`config.mk`:
```
export PLATFORM = sky130hd
export DESIGN_NAME = addr_mode_seq
export DESIGN_NICKNAME = d
export VERILOG_FILES = /design/src/rtl/aseq_pkg.sv /design/src/rtl/aseq_mode_dec.sv /design/src/rtl/aseq_ctl.sv /design/src/rtl/aseq_dp.sv /design/src/rtl/addr_mode_seq.sv
export SDC_FILE = /design/constraint.sdc
export NUM_CORES = 1
export LEC_CHECK = 0
export CAP_MARGIN = 20
export CORE_AREA = 2 2 117 119
export CTS_BUF_LIST = sky130_fd_sc_hd__clkbuf_8
export CTS_CLUSTER_DIAMETER = 100
export DETAILED_ROUTE_END_ITERATION = 10
export DIE_AREA = 0 0 119 121
export GPL_TIMING_DRIVEN = 0
export PLACE_DENSITY = 0.69
export SLEW_MARGIN = 30
export SYNTH_ARGS = -nofsm -noshare
export SYNTH_HDL_FRONTEND = slang
export SYNTH_SLANG_ARGS = --single-unit
```
`constraint.sdc`:
```
create_clock -name clk_i -period 8.2 [get_ports clk_i]
set_input_delay 1.64 -clock clk_i [delete_from_list [all_inputs] [get_ports clk_i]]
set_output_delay 1.64 -clock clk_i [all_outputs]
set_load 0.01 [all_outputs]
```
`src/rtl/aseq_pkg.sv`:
```
package aseq_pkg;
  typedef enum logic [3:0] {
    M_IMM  = 4'd0,
    M_REL  = 4'd1,
    M_ZP   = 4'd2,
    M_ZPX  = 4'd3,
    M_ZPY  = 4'd4,
    M_ABS  = 4'd5,
    M_ABSX = 4'd6,
    M_ABSY = 4'd7,
    M_INDX = 4'd8,
    M_INDY = 4'd9
  } amode_e;

  typedef enum logic [1:0] {IDX_NONE, IDX_X, IDX_Y} idx_e;
  typedef enum logic [1:0] {ST_IDLE, ST_REQ, ST_WAIT, ST_FIN} st_e;

  typedef struct packed {
    logic       legal;
    logic [1:0] last_step;
    logic       ptr;
    logic       zp;
    logic       rel;
    logic       is_addr;
    logic       wide_pc;
    idx_e       pre;
    idx_e       post;
  } attr_t;

  localparam int unsigned NSLOT  = 3;
  localparam int unsigned STEP_W = 2;
  localparam int unsigned NMODE  = 10;

  function automatic logic mode_legal(logic [3:0] m);
    return 32'(m) < NMODE;
  endfunction
endpackage

```
`src/rtl/aseq_mode_dec.sv`:
```
module aseq_mode_dec
  import aseq_pkg::*;
(
  input  logic [3:0] mode_i,
  output attr_t      attr_o
);
  always_comb begin
    attr_o       = '0;
    attr_o.pre   = IDX_NONE;
    attr_o.post  = IDX_NONE;
    attr_o.legal = 1'b1;
    case (amode_e'(mode_i))
      M_IMM: ;
      M_REL: attr_o.rel = 1'b1;
      M_ZP, M_ZPX, M_ZPY: begin
        attr_o.zp      = 1'b1;
        attr_o.is_addr = 1'b1;
        if (amode_e'(mode_i) == M_ZPX) attr_o.post = IDX_X;
        if (amode_e'(mode_i) == M_ZPY) attr_o.post = IDX_Y;
      end
      M_ABS, M_ABSX, M_ABSY: begin
        attr_o.last_step = 2'd1;
        attr_o.wide_pc   = 1'b1;
        attr_o.is_addr   = 1'b1;
        if (amode_e'(mode_i) == M_ABSX) attr_o.post = IDX_X;
        if (amode_e'(mode_i) == M_ABSY) attr_o.post = IDX_Y;
      end
      M_INDX: begin
        attr_o.last_step = 2'd2;
        attr_o.ptr       = 1'b1;
        attr_o.is_addr   = 1'b1;
        attr_o.pre       = IDX_X;
      end
      M_INDY: begin
        attr_o.last_step = 2'd2;
        attr_o.ptr       = 1'b1;
        attr_o.is_addr   = 1'b1;
        attr_o.post      = IDX_Y;
      end
      default: attr_o.legal = 1'b0;
    endcase
  end
endmodule

```
`src/rtl/aseq_ctl.sv`:
```
module aseq_ctl
  import aseq_pkg::*;
(
  input  logic              clk_i,
  input  logic              rst_ni,
  input  logic              start_i,
  input  logic              legal_i,
  input  logic [STEP_W-1:0] last_i,
  input  logic              rd_valid_i,
  output logic              rd_req_o,
  output logic              done_o,
  output logic              accept_o,
  output logic              cap_o,
  output logic [STEP_W-1:0] step_o
);
  st_e               state_q, state_d;
  logic [STEP_W-1:0] step_q, step_d;

  always_comb begin
    state_d  = state_q;
    step_d   = step_q;
    accept_o = 1'b0;
    case (state_q)
      ST_IDLE, ST_FIN: begin
        if (start_i) begin
          accept_o = 1'b1;
          step_d   = '0;
          state_d  = legal_i ? ST_REQ : ST_FIN;
        end else begin
          state_d = ST_IDLE;
        end
      end
      ST_REQ:  state_d = ST_WAIT;
      ST_WAIT: begin
        if (rd_valid_i) begin
          if (step_q == last_i) state_d = ST_FIN;
          else begin
            step_d  = step_q + 1'b1;
            state_d = ST_REQ;
          end
        end
      end
      default: state_d = ST_IDLE;
    endcase
  end

  always_ff @(posedge clk_i or negedge rst_ni) begin
    if (!rst_ni) begin
      state_q <= ST_IDLE;
      step_q  <= '0;
    end else begin
      state_q <= state_d;
      step_q  <= step_d;
    end
  end

  assign rd_req_o = (state_q == ST_REQ);
  assign done_o   = (state_q == ST_FIN);
  assign cap_o    = (state_q == ST_WAIT) && rd_valid_i;
  assign step_o   = step_q;
endmodule

```
`src/rtl/aseq_dp.sv`:
```
module aseq_dp
  import aseq_pkg::*;
#(
  parameter int unsigned DW = 8
) (
  input  logic              clk_i,
  input  logic              rst_ni,
  input  logic              accept_i,
  input  logic [3:0]        mode_i,
  input  logic [2*DW-1:0]   pc_i,
  input  logic [DW-1:0]     x_i,
  input  logic [DW-1:0]     y_i,
  input  logic              cap_i,
  input  logic [STEP_W-1:0] step_i,
  input  logic [DW-1:0]     rd_data_i,
  output attr_t             attr_o,
  output logic [2*DW-1:0]   rd_addr_o,
  output logic [DW-1:0]     operand_o,
  output logic [2*DW-1:0]   ea_o,
  output logic [2*DW-1:0]   pc_next_o
);
  localparam int unsigned AW = 2 * DW;
  localparam logic [DW-1:0] ZERO_PG = '0;

  logic [3:0]    mode_q;
  logic [AW-1:0] pc_q;
  logic [DW-1:0] x_q, y_q;
  logic [DW-1:0] byte_q [NSLOT];

  always_ff @(posedge clk_i or negedge rst_ni) begin
    if (!rst_ni) begin
      mode_q <= '0;
      pc_q   <= '0;
      x_q    <= '0;
      y_q    <= '0;
    end else if (accept_i) begin
      mode_q <= mode_i;
      pc_q   <= pc_i;
      x_q    <= x_i;
      y_q    <= y_i;
    end
  end

  for (genvar s = 0; s < NSLOT; s++) begin : g_slot
    always_ff @(posedge clk_i or negedge rst_ni) begin
      if (!rst_ni) byte_q[s] <= '0;
      else if (cap_i && step_i == STEP_W'(s)) byte_q[s] <= rd_data_i;
    end
  end

  aseq_mode_dec u_dec (.mode_i(mode_q), .attr_o(attr_o));

  function automatic logic [DW-1:0] pick(idx_e sel, logic [DW-1:0] xv, logic [DW-1:0] yv);
    case (sel)
      IDX_X:   return xv;
      IDX_Y:   return yv;
      default: return '0;
    endcase
  endfunction

  logic [DW-1:0] pre_v, post_v, base;
  logic [AW-1:0] word;

  always_comb begin
    pre_v  = pick(attr_o.pre, x_q, y_q);
    post_v = pick(attr_o.post, x_q, y_q);
    base   = byte_q[0] + pre_v;          // zero-page pointer wraps in DW bits
    case (step_i)
      2'd0:    rd_addr_o = pc_q;
      2'd1:    rd_addr_o = attr_o.ptr ? {ZERO_PG, base} : pc_q + AW'(1);
      default: rd_addr_o = {ZERO_PG, DW'(base + DW'(1))};
    endcase
    word      = attr_o.ptr ? {byte_q[2], byte_q[1]} : {byte_q[1], byte_q[0]};
    pc_next_o = pc_q + (attr_o.wide_pc ? AW'(2) : AW'(1));
    if (attr_o.rel)
      ea_o = pc_next_o + {{DW{byte_q[0][DW-1]}}, byte_q[0]};
    else if (attr_o.zp)
      ea_o = {ZERO_PG, DW'(byte_q[0] + post_v)};
    else
      ea_o = word + {ZERO_PG, post_v};
    operand_o = byte_q[0];
  end
endmodule

```
`src/rtl/addr_mode_seq.sv`:
```
module addr_mode_seq
  import aseq_pkg::*;
#(
  parameter int unsigned DW = 8
) (
  input  logic              clk_i,
  input  logic              rst_ni,
  input  logic              start_i,
  input  logic [3:0]        mode_i,
  input  logic [2*DW-1:0]   pc_i,
  input  logic [DW-1:0]     x_i,
  input  logic [DW-1:0]     y_i,
  output logic              rd_req_o,
  output logic [2*DW-1:0]   rd_addr_o,
  input  logic              rd_valid_i,
  input  logic [DW-1:0]     rd_data_i,
  output logic              done_o,
  output logic              err_o,
  output logic              is_addr_o,
  output logic [DW-1:0]     operand_o,
  output logic [2*DW-1:0]   ea_o,
  output logic [2*DW-1:0]   pc_next_o
);
  attr_t             attr_q;
  logic              accept, cap;
  logic [STEP_W-1:0] step;

  aseq_ctl u_ctl (
    .clk_i     (clk_i),
    .rst_ni    (rst_ni),
    .start_i   (start_i),
    .legal_i   (mode_legal(mode_i)),
    .last_i    (attr_q.last_step),
    .rd_valid_i(rd_valid_i),
    .rd_req_o  (rd_req_o),
    .done_o    (done_o),
    .accept_o  (accept),
    .cap_o     (cap),
    .step_o    (step)
  );

  aseq_dp #(.DW(DW)) u_dp (
    .clk_i    (clk_i),
    .rst_ni   (rst_ni),
    .accept_i (accept),
    .mode_i   (mode_i),
    .pc_i     (pc_i),
    .x_i      (x_i),
    .y_i      (y_i),
    .cap_i    (cap),
    .step_i   (step),
    .rd_data_i(rd_data_i),
    .attr_o   (attr_q),
    .rd_addr_o(rd_addr_o),
    .operand_o(operand_o),
    .ea_o     (ea_o),
    .pc_next_o(pc_next_o)
  );

  assign err_o     = done_o & ~attr_q.legal;
  assign is_addr_o = attr_q.is_addr;
endmodule

```
==> results of run 1 <==
synthesized netlist by cell type (4+ instances only):
master	n
mux2i_1	13
and2_1	7
mux2_2	63
a21o_1	7
a31oi_1	8
fa_1	5
dfrtp_1	64
clkbuf_1	20
xnor2_1	35
nor2_1	55
o22ai_1	12
o31ai_1	4
nand3_1	18
a21oi_1	26
inv_1	18
a22oi_1	11
nand4_1	7
or2_2	6
xor2_1	34
o21ai_0	45
buf_4	9
buf_2	4
ha_1	41
nor3_1	7
o21a_1	5
and3_1	6
nand2_1	61
per-layer routing:
metal  wire length (um)  global-route usage (%)
met1               7820                    31.8
met2               8580                    42.6
met3                728                    3.24
met4                359                    9.00
met5                  0                       0
final timing paths:
kind	start	end	slack, ps	cells after the start
max	u_dp.mode_q[3]	ea_o[12]	770	17
min in group asynchronous	rst_ni	u_ctl.state_q[1]	1160	1
max reg2reg	u_ctl.state_q[0]	u_dp.pc_q[12]	5810	6
min reg2reg	u_dp.y_q[0]	u_dp.y_q[0]	520	1
max in group asynchronous	rst_ni	u_dp.byte_q[1]	6530	2
min	u_dp.y_q[0]	u_dp.y_q[0]	520	1
final cells by class:
class | count | area (um^2) | share of cell area, %
clock buffers | 11 | 151 | 2.07
flip-flops and latches | 64 | 1600 | 21.9
multi-input cells | 529 | 3940 | 53.8
clock inverters | 5 | 80.1 | 1.09
plain buffers | 35 | 178 | 2.43
inverters | 18 | 67.6 | 0.922
repair buffers | 108 | 1090 | 14.9
well taps | 176 | 220 | 3.01
registers in the layout (all words and copies together) (netlist names):
signal and cells:
u_dp.x_q 8, u_dp.operand_o 8, u_ctl.step_o 2, u_dp.mode_q 4
u_ctl.state_q 2, u_dp.byte_q 16, u_dp.y_q 8, u_dp.pc_q 16
through the flow:
stage	cells	hold WS, ps	power [mW]
3_5_place_dp	930	495	3.27
4_1_cts	946	512	3.60
3_3_place_gp	929	494	3.19
6_report	946	515	3.62
5_1_grt	946	518	3.89
2_1_floorplan	646	479	2.29
worst max-delay path, cell delays in order, from the launching register on:
cell,delay (ps)
dfrtp_1,410
clkbuf_1,230
nor2b_1,230
nor2b_1,470
inv_1,90
ha_1,220
fa_1,430
xor2_1,360
ha_1,350
a21o_1,200
a21o_1,210
a2111oi_0,740
nor2_1,190
a211o_1,300
a21oi_1,170
xor2_1,90
o22ai_1,150
clkdlybuf4s50_1,580
cells in the final DEF, fill, tap and decap left out, types with 11 or more instances in the layout:
cell type and count:
dfrtp_1 64, o21ai_0 45, inv_1 19, nand2_1 61, ha_1 41, clkbuf_8 11, nand3_1 18, a22oi_1 11
clkbuf_1 20, nor2_1 55, mux2i_1 13, clkdlybuf4s50_1 106, mux2_2 63, a21oi_1 26, xor2_1 34, xnor2_1 35
o22ai_1 12
power by group through the flow:
| stage | combinational, mW | clock (mW) | sequential [mW] |
|---|---|---|---|
| 2_1_floorplan | 1.69 | 0 | 0.592 |
| 3_3_place_gp | 2.52 | 0 | 0.678 |
| 3_5_place_dp | 2.59 | 0 | 0.683 |
| 4_1_cts | 2.60 | 0.320 | 0.677 |
| 5_1_grt | 2.85 | 0.335 | 0.699 |
| 6_report | 2.63 | 0.313 | 0.682 |
kinds of logic (layout without fill, tap and decap cells):
kind of cell | after synthesis | in the layout | share of synthesized area (%)
AND/OR/NAND/NOR | 183 | 183 | 14.8
AO/OA/AOI/OAI | 150 | 150 | 16.8
multiplexers | 76 | 76 | 14.5
XOR/XNOR | 69 | 69 | 10.5
flip-flops | 64 | 64 | 27.7
buffers and inverters | 53 | 177 | 4.24
adder cells (fa/ha/maj) | 51 | 51 | 11.5
==> results.py, run 1 <==
metrics = {
    "layout": {
        "final_core_util_pct": 56.0,
        "fin_area_um2": 7330,
        "fill_cells": 1171,
        "fin_nets": 859,
        "area_growth_pct": 26.8,
        "diodes": 0,
        "drive_gt1_share_pct": 14.0,
    },
    "grt": {
        "grt_usage_pct": 24.7,
        "grt_pass1_wl_mm": 27.9,
        "grt_overflow": 0,
        "grt_pass1_vias": 5384,
        "grt_max_degree": 45,
        "antenna_found_initial": 0,
    },
    "power": {
        "p_clk_share_pct": 8.6,
        "power_density_nw_per_um2": 494,
        "pwr-share-seq_pct": 18.8,
        "power.switching_mw": 1.71,
        "p_leak_nw": 3.02,
        "share_comb_of_total_power_pct": 72.5,
        "peakVddDrop_v": 0.000196,
        "switching_share_pct": 47.1,
        "p_int_mw": 1.92,
    },
    "cts": {
        "cts_resized": 0,
        "cts_setup_buffers": 0,
        "cts_tree": "done",
        "holdBufCountCts": 0,
        "clock_tree.root_cell": "clkbuf_8",
        "clock-sinks": 64,
        "cts_buffer_depth": 2,
        "insertion_delay_ps": 360,
        "cts_buffers": 9,
        "cts.clk_slew.worst_paths_ps": 70,
        "h-tree-depth": 3,
    },
    "critical_path": {
        "arrival_ps": 5790,
        "crit_type": "reg -> out",
        "worstPathMaxFanout": 10,
        "crit_path_end_kind": "primary output",
        "cp.required_ps": 6560,
        "cp-start-kind": "flop",
    },
    "sta": {
        "fin_ws_ps": 773,
        "timing.fmax_mhz": 135,
        "slew_viol_final": 0,
        "slew_headroom_pct": 46.4,
        "setup-tns-final_ps": 0,
        "rsz0062_at_grt": "false",
        "clock_skew_ps": 5.58,
        "post-route-min-period_ps": 7430,
        "fin_crit_sh_pct": 90.6,
        "tightest_slew_ps": 784,
        "setup_viol": 0,
        "hold_viol_final": 0,
    },
    "yosys": {
        "yosysSeqAreaShare_pct": 27.7,
        "synth-edff-count": 0,
        "yosys_warnings": 0,
        "synth.distinct_cells": 61,
        "syn_inst": 646,
        "synthArstFlopShare_pct": 100,
        "synthDominantCellAreaShare_pct": 27.7,
        "synth.net_count": 740,
        "syn_area_um2": 5780,
        "synth_area_leaders": "dfrtp_1, mux2_2, ha_1",
        "yosys.area.top_type": "dfrtp_1",
        "syn_area_per_cell_um2": 8.95,
        "ys.flop_type": "dfrtp_1",
        "synth-seq-cells": 64,
    },
    "drt": {
        "routedWlPerCell_um": 18.5,
        "via_per_inst": 5.70,
        "postRouteAntennaNets": 0,
        "drt_iter0_markers": 342,
        "vias": 5393,
        "dr.pass1.iters": 5,
        "drt-total-wl_mm": 17.5,
        "drc_errors": 0,
    },
    "place": {
        "dp_hpwl_mm": 14.0,
        "placed_area_um2": 7090,
        "post-place-ws_ps": 1230,
        "place_congestion": 0.932,
        "port_buffers": 107,
    },
    "die": {
        "row_count": 42,
        "ioPinCount": 108,
        "dieHeight_um": 121,
        "core_area_um2": 13100,
        "start_util_pct": 44.2,
        "die_w_um": 119,
        "die_area_um2": 14400,
    },
    "flow_run": {
        "cap_violations": 0,
    },
    "hold_path": {
        "min_path_type": "reg -> reg",
    },
    "outcome": {
        "status": "finished, final reports clean",
    },
}
(Power assumes the default switching activity.)
==> run 2, diff against run 1 <==
--- a/config.mk
+++ b/config.mk
@@ -6,14 +6,15 @@
 export NUM_CORES = 1
 export LEC_CHECK = 0
 export CAP_MARGIN = 20
-export CORE_AREA = 2 2 117 119
+export CORE_AREA = 2 2 120 122
 export CTS_BUF_LIST = sky130_fd_sc_hd__clkbuf_8
 export CTS_CLUSTER_DIAMETER = 100
 export DETAILED_ROUTE_END_ITERATION = 10
-export DIE_AREA = 0 0 119 121
+export DIE_AREA = 0 0 122 124
 export GPL_TIMING_DRIVEN = 0
 export PLACE_DENSITY = 0.69
 export SLEW_MARGIN = 30
 export SYNTH_ARGS = -nofsm -noshare
 export SYNTH_HDL_FRONTEND = slang
+export SYNTH_HIERARCHICAL = 1
 export SYNTH_SLANG_ARGS = --single-unit
==> run 2 against run 1 <==
  * Fmax fell by 5.0%
  * Sequential power rose by 1%
  * Critical endpoint is now ea_o[9]
  * Largest cell class unchanged
  * Critical path type unchanged
  * Non-clock buffer count rose by 8
  * Via count rose by 5.9%
==> results.py, run 2 <==
metrics = {
    "cts": {
        "clock-sinks": 64,
        "holdBufCountCts": 0,
        "cts_setup_buffers": 0,
        "cts_tree": "done",
        "clock_tree.root_cell": "clkbuf_8",
        "h-tree-depth": 3,
        "cts_buffers": 9,
        "insertion_delay_ps": 380,
        "cts_buffer_depth": 2,
        "cts.clk_slew.worst_paths_ps": 70,
        "cts_resized": 0,
    },
    "critical_path": {
        "crit_path_end_kind": "primary output",
        "regToRegStartpoint": "u_ctl/state_q[0]",
        "cp-start-kind": "flop",
        "worstPathMaxFanout": 10,
        "cp.required_ps": 6560,
        "worstReg2RegEnd": "u_dp/pc_q[12]",
        "worstRegToRegCells": 7,
        "crit_type": "reg -> out",
        "arrival_ps": 6180,
        "rrSetupSlack_ps": 5700,
    },
    "drt": {
        "via_per_inst": 5.76,
        "wl_met2_mm": 8.55,
        "drt-total-wl_mm": 17.8,
        "postRouteAntennaNets": 0,
        "dr.pass1.iters": 5,
        "vias": 5710,
        "drt_iter0_markers": 463,
        "dr_wl_met3_mm": 1.04,
        "routedWlPerCell_um": 18.0,
        "drc_errors": 0,
        "met1_length_mm": 7.94,
        "routed.top_layer": "met4",
    },
    "die": {
        "dieHeight_um": 124,
        "ioPinCount": 108,
        "die_w_um": 122,
        "core_area_um2": 13700,
        "die_area_um2": 15100,
        "row_count": 43,
        "start_util_pct": 44.8,
    },
    "grt": {
        "antenna_found_initial": 0,
        "grt_pass1_vias": 5543,
        "grt_usage_pct": 24.2,
        "grt_overflow": 0,
        "grt_pass1_wl_mm": 28.2,
        "grt_max_degree": 38,
    },
    "yosys": {
        "ys.flop_type": "dfrtp_1",
        "synthArstFlopShare_pct": 100,
        "yosysSeqAreaShare_pct": 26.1,
        "synth-seq-cells": 64,
        "ys_top_cells_by_count": "mux2_2, dfrtp_1, nand2_1",
        "yosys_warnings": 6,
        "synthDominantCellAreaShare_pct": 26.1,
        "synthMuxAreaShare_pct": 13.9,
        "post-synth-top-count-cell": "mux2_2",
        "synth_area_leaders": "dfrtp_1, mux2_2, ha_1",
        "synth.net_count": 789,
        "syn_inst": 688,
        "syn_area_um2": 6140,
        "synth_compound_area_share_pct": 18.8,
        "synth_top_family_by_area": "compound AO/OA/AOI/OAI gates",
        "synth-xor-area-share_pct": 9.35,
        "yosys.area_share.adder_pct": 11.9,
        "synth.distinct_cells": 74,
        "syn_area_per_cell_um2": 8.93,
        "yosys.area.top_type": "dfrtp_1",
        "synth-edff-count": 0,
        "synth-simple-area-share_pct": 15.2,
    },
    "place": {
        "post-place-ws_ps": 896,
        "place_congestion": 0.914,
        "dp_hpwl_mm": 14.3,
        "port_buffers": 107,
    },
    "layout": {
        "final_common_cell": "clkdlybuf4s50_1",
        "area_growth_pct": 25.5,
        "drive_gt1_share_pct": 13.7,
        "top_regs": "u_dp/byte_q (16), u_dp/pc_q (16)",
        "diodes": 0,
        "final_cell_mix": "clkdlybuf4s50_1, mux2_2, dfrtp_1",
        "fin_nets": 908,
    },
    "sta": {
        "clock_skew_ps": 10.4,
        "rsz0062_at_grt": "false",
        "holdWs_ps": 512,
        "tightest_slew_ps": 710,
        "slew_viol_final": 0,
        "fin_ws_ps": 381,
        "setup_viol": 0,
        "post-route-min-period_ps": 7820,
        "setup-tns-final_ps": 0,
        "timing.fmax_mhz": 128,
        "slew_headroom_pct": 52.2,
        "hold_viol_final": 0,
        "fin_crit_sh_pct": 95.4,
    },
    "power": {
        "peakVddDrop_v": 0.000330,
        "share_comb_of_total_power_pct": 73.4,
        "power.switching_mw": 1.83,
        "switching_share_pct": 46.9,
        "p_leak_nw": 3.21,
        "power_density_nw_per_um2": 506,
        "p_clk_share_pct": 8.9,
        "power_mw": 3.90,
        "pwr-share-seq_pct": 17.7,
        "p_int_mw": 2.07,
    },
    "hold_path": {
        "min-delay-start": "u_dp/byte_q[2]",
        "whs_endpoint": "u_dp/byte_q[2]",
        "hold_depth": 1,
        "min_path_type": "reg -> reg",
    },
    "outcome": {
        "status": "finished, final reports clean",
    },
    "flow_run": {
        "cap_violations": 0,
    },
}
run 2: changes by cell type after synthesis, sizes merged, moves of 5 or more:
cell    before  now
nand4        7    2
a22oi       12   18
nand2       61   54
nor3         7   13
a31oi        8   16
nand2b       2   11
clkbuf      20   27
ha          41   48
nor2b        3    8
nor2        55   49
xor2        34   26
run 2: power groups by stage:
stage	Combinational (mW)	Sequential [mW]	Clock [mW]
global route	3.12	0.712	0.370
detailed placement	2.83	0.691	0
finish	2.86	0.691	0.348
global placement	2.77	0.681	0
CTS	2.85	0.686	0.356
floorplan	1.90	0.611	0
run 2: area by class of cell:
cell class | count | area [um^2]
fill | 1282 | 6010
multi-input combinational | 560 | 4250
sequential | 64 | 1600
timing repair buffer | 108 | 1090
tap | 180 | 225
buffer | 43 | 210
clock buffer | 10 | 138
clock inverter | 6 | 116
inverter | 21 | 78.8
run 2: critical path, cell delays in order (launching register included):
cell and delay (ps):
dfrtp_1 460, nand2b_1 230, nor2_1 390, buf_1 520, buf_1 590, clkbuf_1 620, mux2_2 440, ha_1 280
a21o_1 180, a211o_1 360, a2111o_1 520, and4_1 220, or3_1 300, o211ai_1 120, clkdlybuf4s50_1 570
run 2: per-stage QoR:
| step | utilization [%] | instance area (um^2) | std cells |
|---|---|---|---|
| 2_1_floorplan | - | 6140 | 688 |
| 3_3_place_gp | 54.2 | 7440 | 975 |
| 3_5_place_dp | 54.4 | 7460 | 976 |
| 4_1_cts | 56.2 | 7710 | 992 |
| 5_1_grt | 56.2 | 7710 | 992 |
| 6_report | 56.2 | 7710 | 992 |
run 2: layer usage:
metal / GRT usage, % / up-vias
met3: 4.03 / 19
li1: - / 2734
met2: 40.6 / 195
met1: 32.1 / 2762
met4: 7.40 / 0
met5: 0 / -
run 2: worst max-delay path by stage:
| stage | start | endpoint | slack (ps) | cells after the start |
|---|---|---|---|---|
| after CTS | u_dp/mode_q[2] | ea_o[9] | 450 | 14 |
| after global placement | u_dp/mode_q[2] | ea_o[9] | 910 | 14 |
| final | u_dp/mode_q[2] | ea_o[9] | 380 | 14 |
| after detailed placement | u_dp/mode_q[2] | ea_o[10] | 900 | 15 |
| after floorplan | u_dp/mode_q[2] | ea_o[9] | 2440 | 13 |
| after global routing | u_dp/mode_q[2] | ea_o[10] | 120 | 15 |
run 2: cells by family after synthesis:
| family | count (synthesis) |
|---|---|
| XOR/XNOR | 64 |
| multiplexers | 77 |
| other | 1 |
| flip-flops | 64 |
| adder cells (fa/ha/maj) | 56 |
| AO/OA/AOI/OAI | 172 |
| buffers and inverters | 64 |
| AND/OR/NAND/NOR | 190 |
==> run 3, diff against run 2 <==
==> constraint.sdc (replaced) <==
create_clock -name clk_i -period 8.2 [get_ports clk_i]
set_input_delay 2.05 -clock clk_i [delete_from_list [all_inputs] [get_ports clk_i]]
set_output_delay 2.05 -clock clk_i [all_outputs]
set_load 0.01 [all_outputs]
==> run 3 against run 2 <==
  * Sequential share of layout area hardly changed
  * Clock power hardly changed
  * Sequential cell count stayed put
  * Cell count stayed put
  * Via count is 0.18% higher
  * Largest power group unchanged
==> results.py, run 3 (synthesized netlist as in run 2, its figures left out) <==
metrics = {
    "place": {
        "place_congestion": 0.914,
        "dp_hpwl_mm": 14.3,
        "post-place-ws_ps": 486,
        "port_buffers": 107,
        "dp_cells": 976,
        "placed_area_um2": 7460,
    },
    "critical_path": {
        "cpPeakStageDelay_ps": 570,
        "critPathLaunch": "u_dp/mode_q[2]",
        "crit_type": "reg -> out",
        "worstPathMaxFanout": 10,
        "cp.required_ps": 6150,
        "crit_slowest_cell": "clkdlybuf4s50_1",
        "regToRegStartpoint": "u_ctl/state_q[0]",
        "crit_chain": "nand2b_1 > nor2_1 > buf_1 > clkbuf_2 > clkbuf_2 > mux2_2 > ha_1 > a21o_1 > a211o_1 > a2111o_1 > and4_1 > or3_1 > o211ai_1 > clkdlybuf4s50_1",
        "arrival_ps": 5730,
        "crit_path_frequent_cell": "clkbuf_2",
        "crit_path_end_kind": "primary output",
        "cp-start-kind": "flop",
    },
    "power": {
        "power_mw": 3.90,
        "p_leak_nw": 3.22,
        "power_density_nw_per_um2": 505,
        "peakVddDrop_v": 0.000330,
    },
    "grt": {
        "grt_pass1_vias": 5543,
        "grt_usage_pct": 24.2,
        "antenna_found_initial": 0,
        "grt_overflow": 0,
        "grt_max_degree": 38,
        "grt_pass1_wl_mm": 28.2,
    },
    "cts": {
        "h-tree-depth": 3,
        "holdBufCountCts": 0,
        "cts_tree": "done",
        "clock_tree.root_cell": "clkbuf_8",
        "cts_buffers": 9,
        "cts_resized": 0,
        "cts_buffer_depth": 2,
        "insertion_delay_ps": 380,
        "cts_setup_buffers": 0,
        "cts.clk_slew.worst_paths_ps": 70,
        "clock-sinks": 64,
    },
    "layout": {
        "drive_gt1_share_pct": 13.9,
        "final_core_util_pct": 56.2,
        "stdcell_count": 992,
        "final_cell_mix": "clkdlybuf4s50_1, mux2_2, dfrtp_1",
        "top_regs": "u_dp/byte_q (16), u_dp/pc_q (16)",
        "fill_cells": 1280,
        "fin_area_um2": 7710,
        "seq_area_um2": 1600,
        "fin_nets": 908,
        "diodes": 0,
        "multi_input_area_um2": 4250,
        "area_growth_pct": 25.6,
        "final_common_cell": "clkdlybuf4s50_1",
    },
    "drt": {
        "routedWlPerCell_um": 17.9,
        "drt-total-wl_mm": 17.8,
        "drc_errors": 0,
        "dr.pass1.iters": 5,
        "postRouteAntennaNets": 0,
        "via_per_inst": 5.77,
        "drt_iter0_markers": 498,
        "vias": 5720,
    },
    "sta": {
        "slew_headroom_pct": 53.6,
        "holdWs_ps": 512,
        "setup_viol": 0,
        "fin_ws_ps": 421,
        "post-route-min-period_ps": 7780,
        "clock_skew_ps": 9.66,
        "setup-tns-final_ps": 0,
        "hold_viol_final": 0,
        "tightest_slew_ps": 689,
        "timing.fmax_mhz": 129,
        "fin_crit_sh_pct": 94.9,
        "rsz0062_at_grt": "false",
        "slew_viol_final": 0,
    },
    "hold_path": {
        "min_path_type": "reg -> reg",
        "min-delay-start": "u_dp/byte_q[2]",
    },
    "flow_run": {
        "cap_violations": 0,
    },
    "die": {
        "start_util_pct": 44.8,
        "die_area_um2": 15100,
        "ioPinCount": 108,
        "core_area_um2": 13700,
        "row_count": 43,
        "die_w_um": 122,
        "dieHeight_um": 124,
    },
    "outcome": {
        "status": "finished, final reports clean",
    },
}
-- run 3: worst paths after layout --
| path | end | slack, ps | cells after the start |
|---|---|---|---|
| worst max-delay path | ea_o[9] | 420 | 14 |
| worst min-delay path | u_dp/byte_q[2] | 510 | 1 |
| worst max register to register | u_dp/pc_q[12] | 5700 | 7 |
| worst min register to register | u_dp/byte_q[2] | 510 | 1 |
| max in group asynchronous | u_ctl/step_o[0] | 6070 | 2 |
| min in group asynchronous | u_dp/byte_q[12] | 1600 | 1 |
-- run 3: cell type report --
cell class / instances / share of cell area (%)
multi-input cells: 560 / 55.1
flip-flops and latches: 64 / 20.8
repair buffers: 108 / 14.1
well taps: 180 / 2.92
plain buffers: 43 / 2.76
clock buffers: 10 / 1.78
clock inverters: 6 / 1.51
inverters: 21 / 1.02
-- run 3: power breakdown --
group	total (mW)	switching [mW]	internal, mW
clock network	0.348	0.137	0.212
registers	0.690	0.221	0.469
logic	2.86	1.47	1.39
-- run 3: layer usage --
metal,vias to the layer above,track usage [%],share of wire (%)
li1,2743,-,-
met1,2748,32.1,44
met2,206,40.6,48
met3,23,4.03,6.2
met4,0,7.40,1.6
met5,-,0,0
-- run 3: critical path, delay by kind of cell (launching register included) --
family	cells	cell delay (ps)
flops	1	460
fa+ha+maj	1	280
mux	1	410
simple gates	4	1140
compound gates	4	1170
buf+inv	4	1880
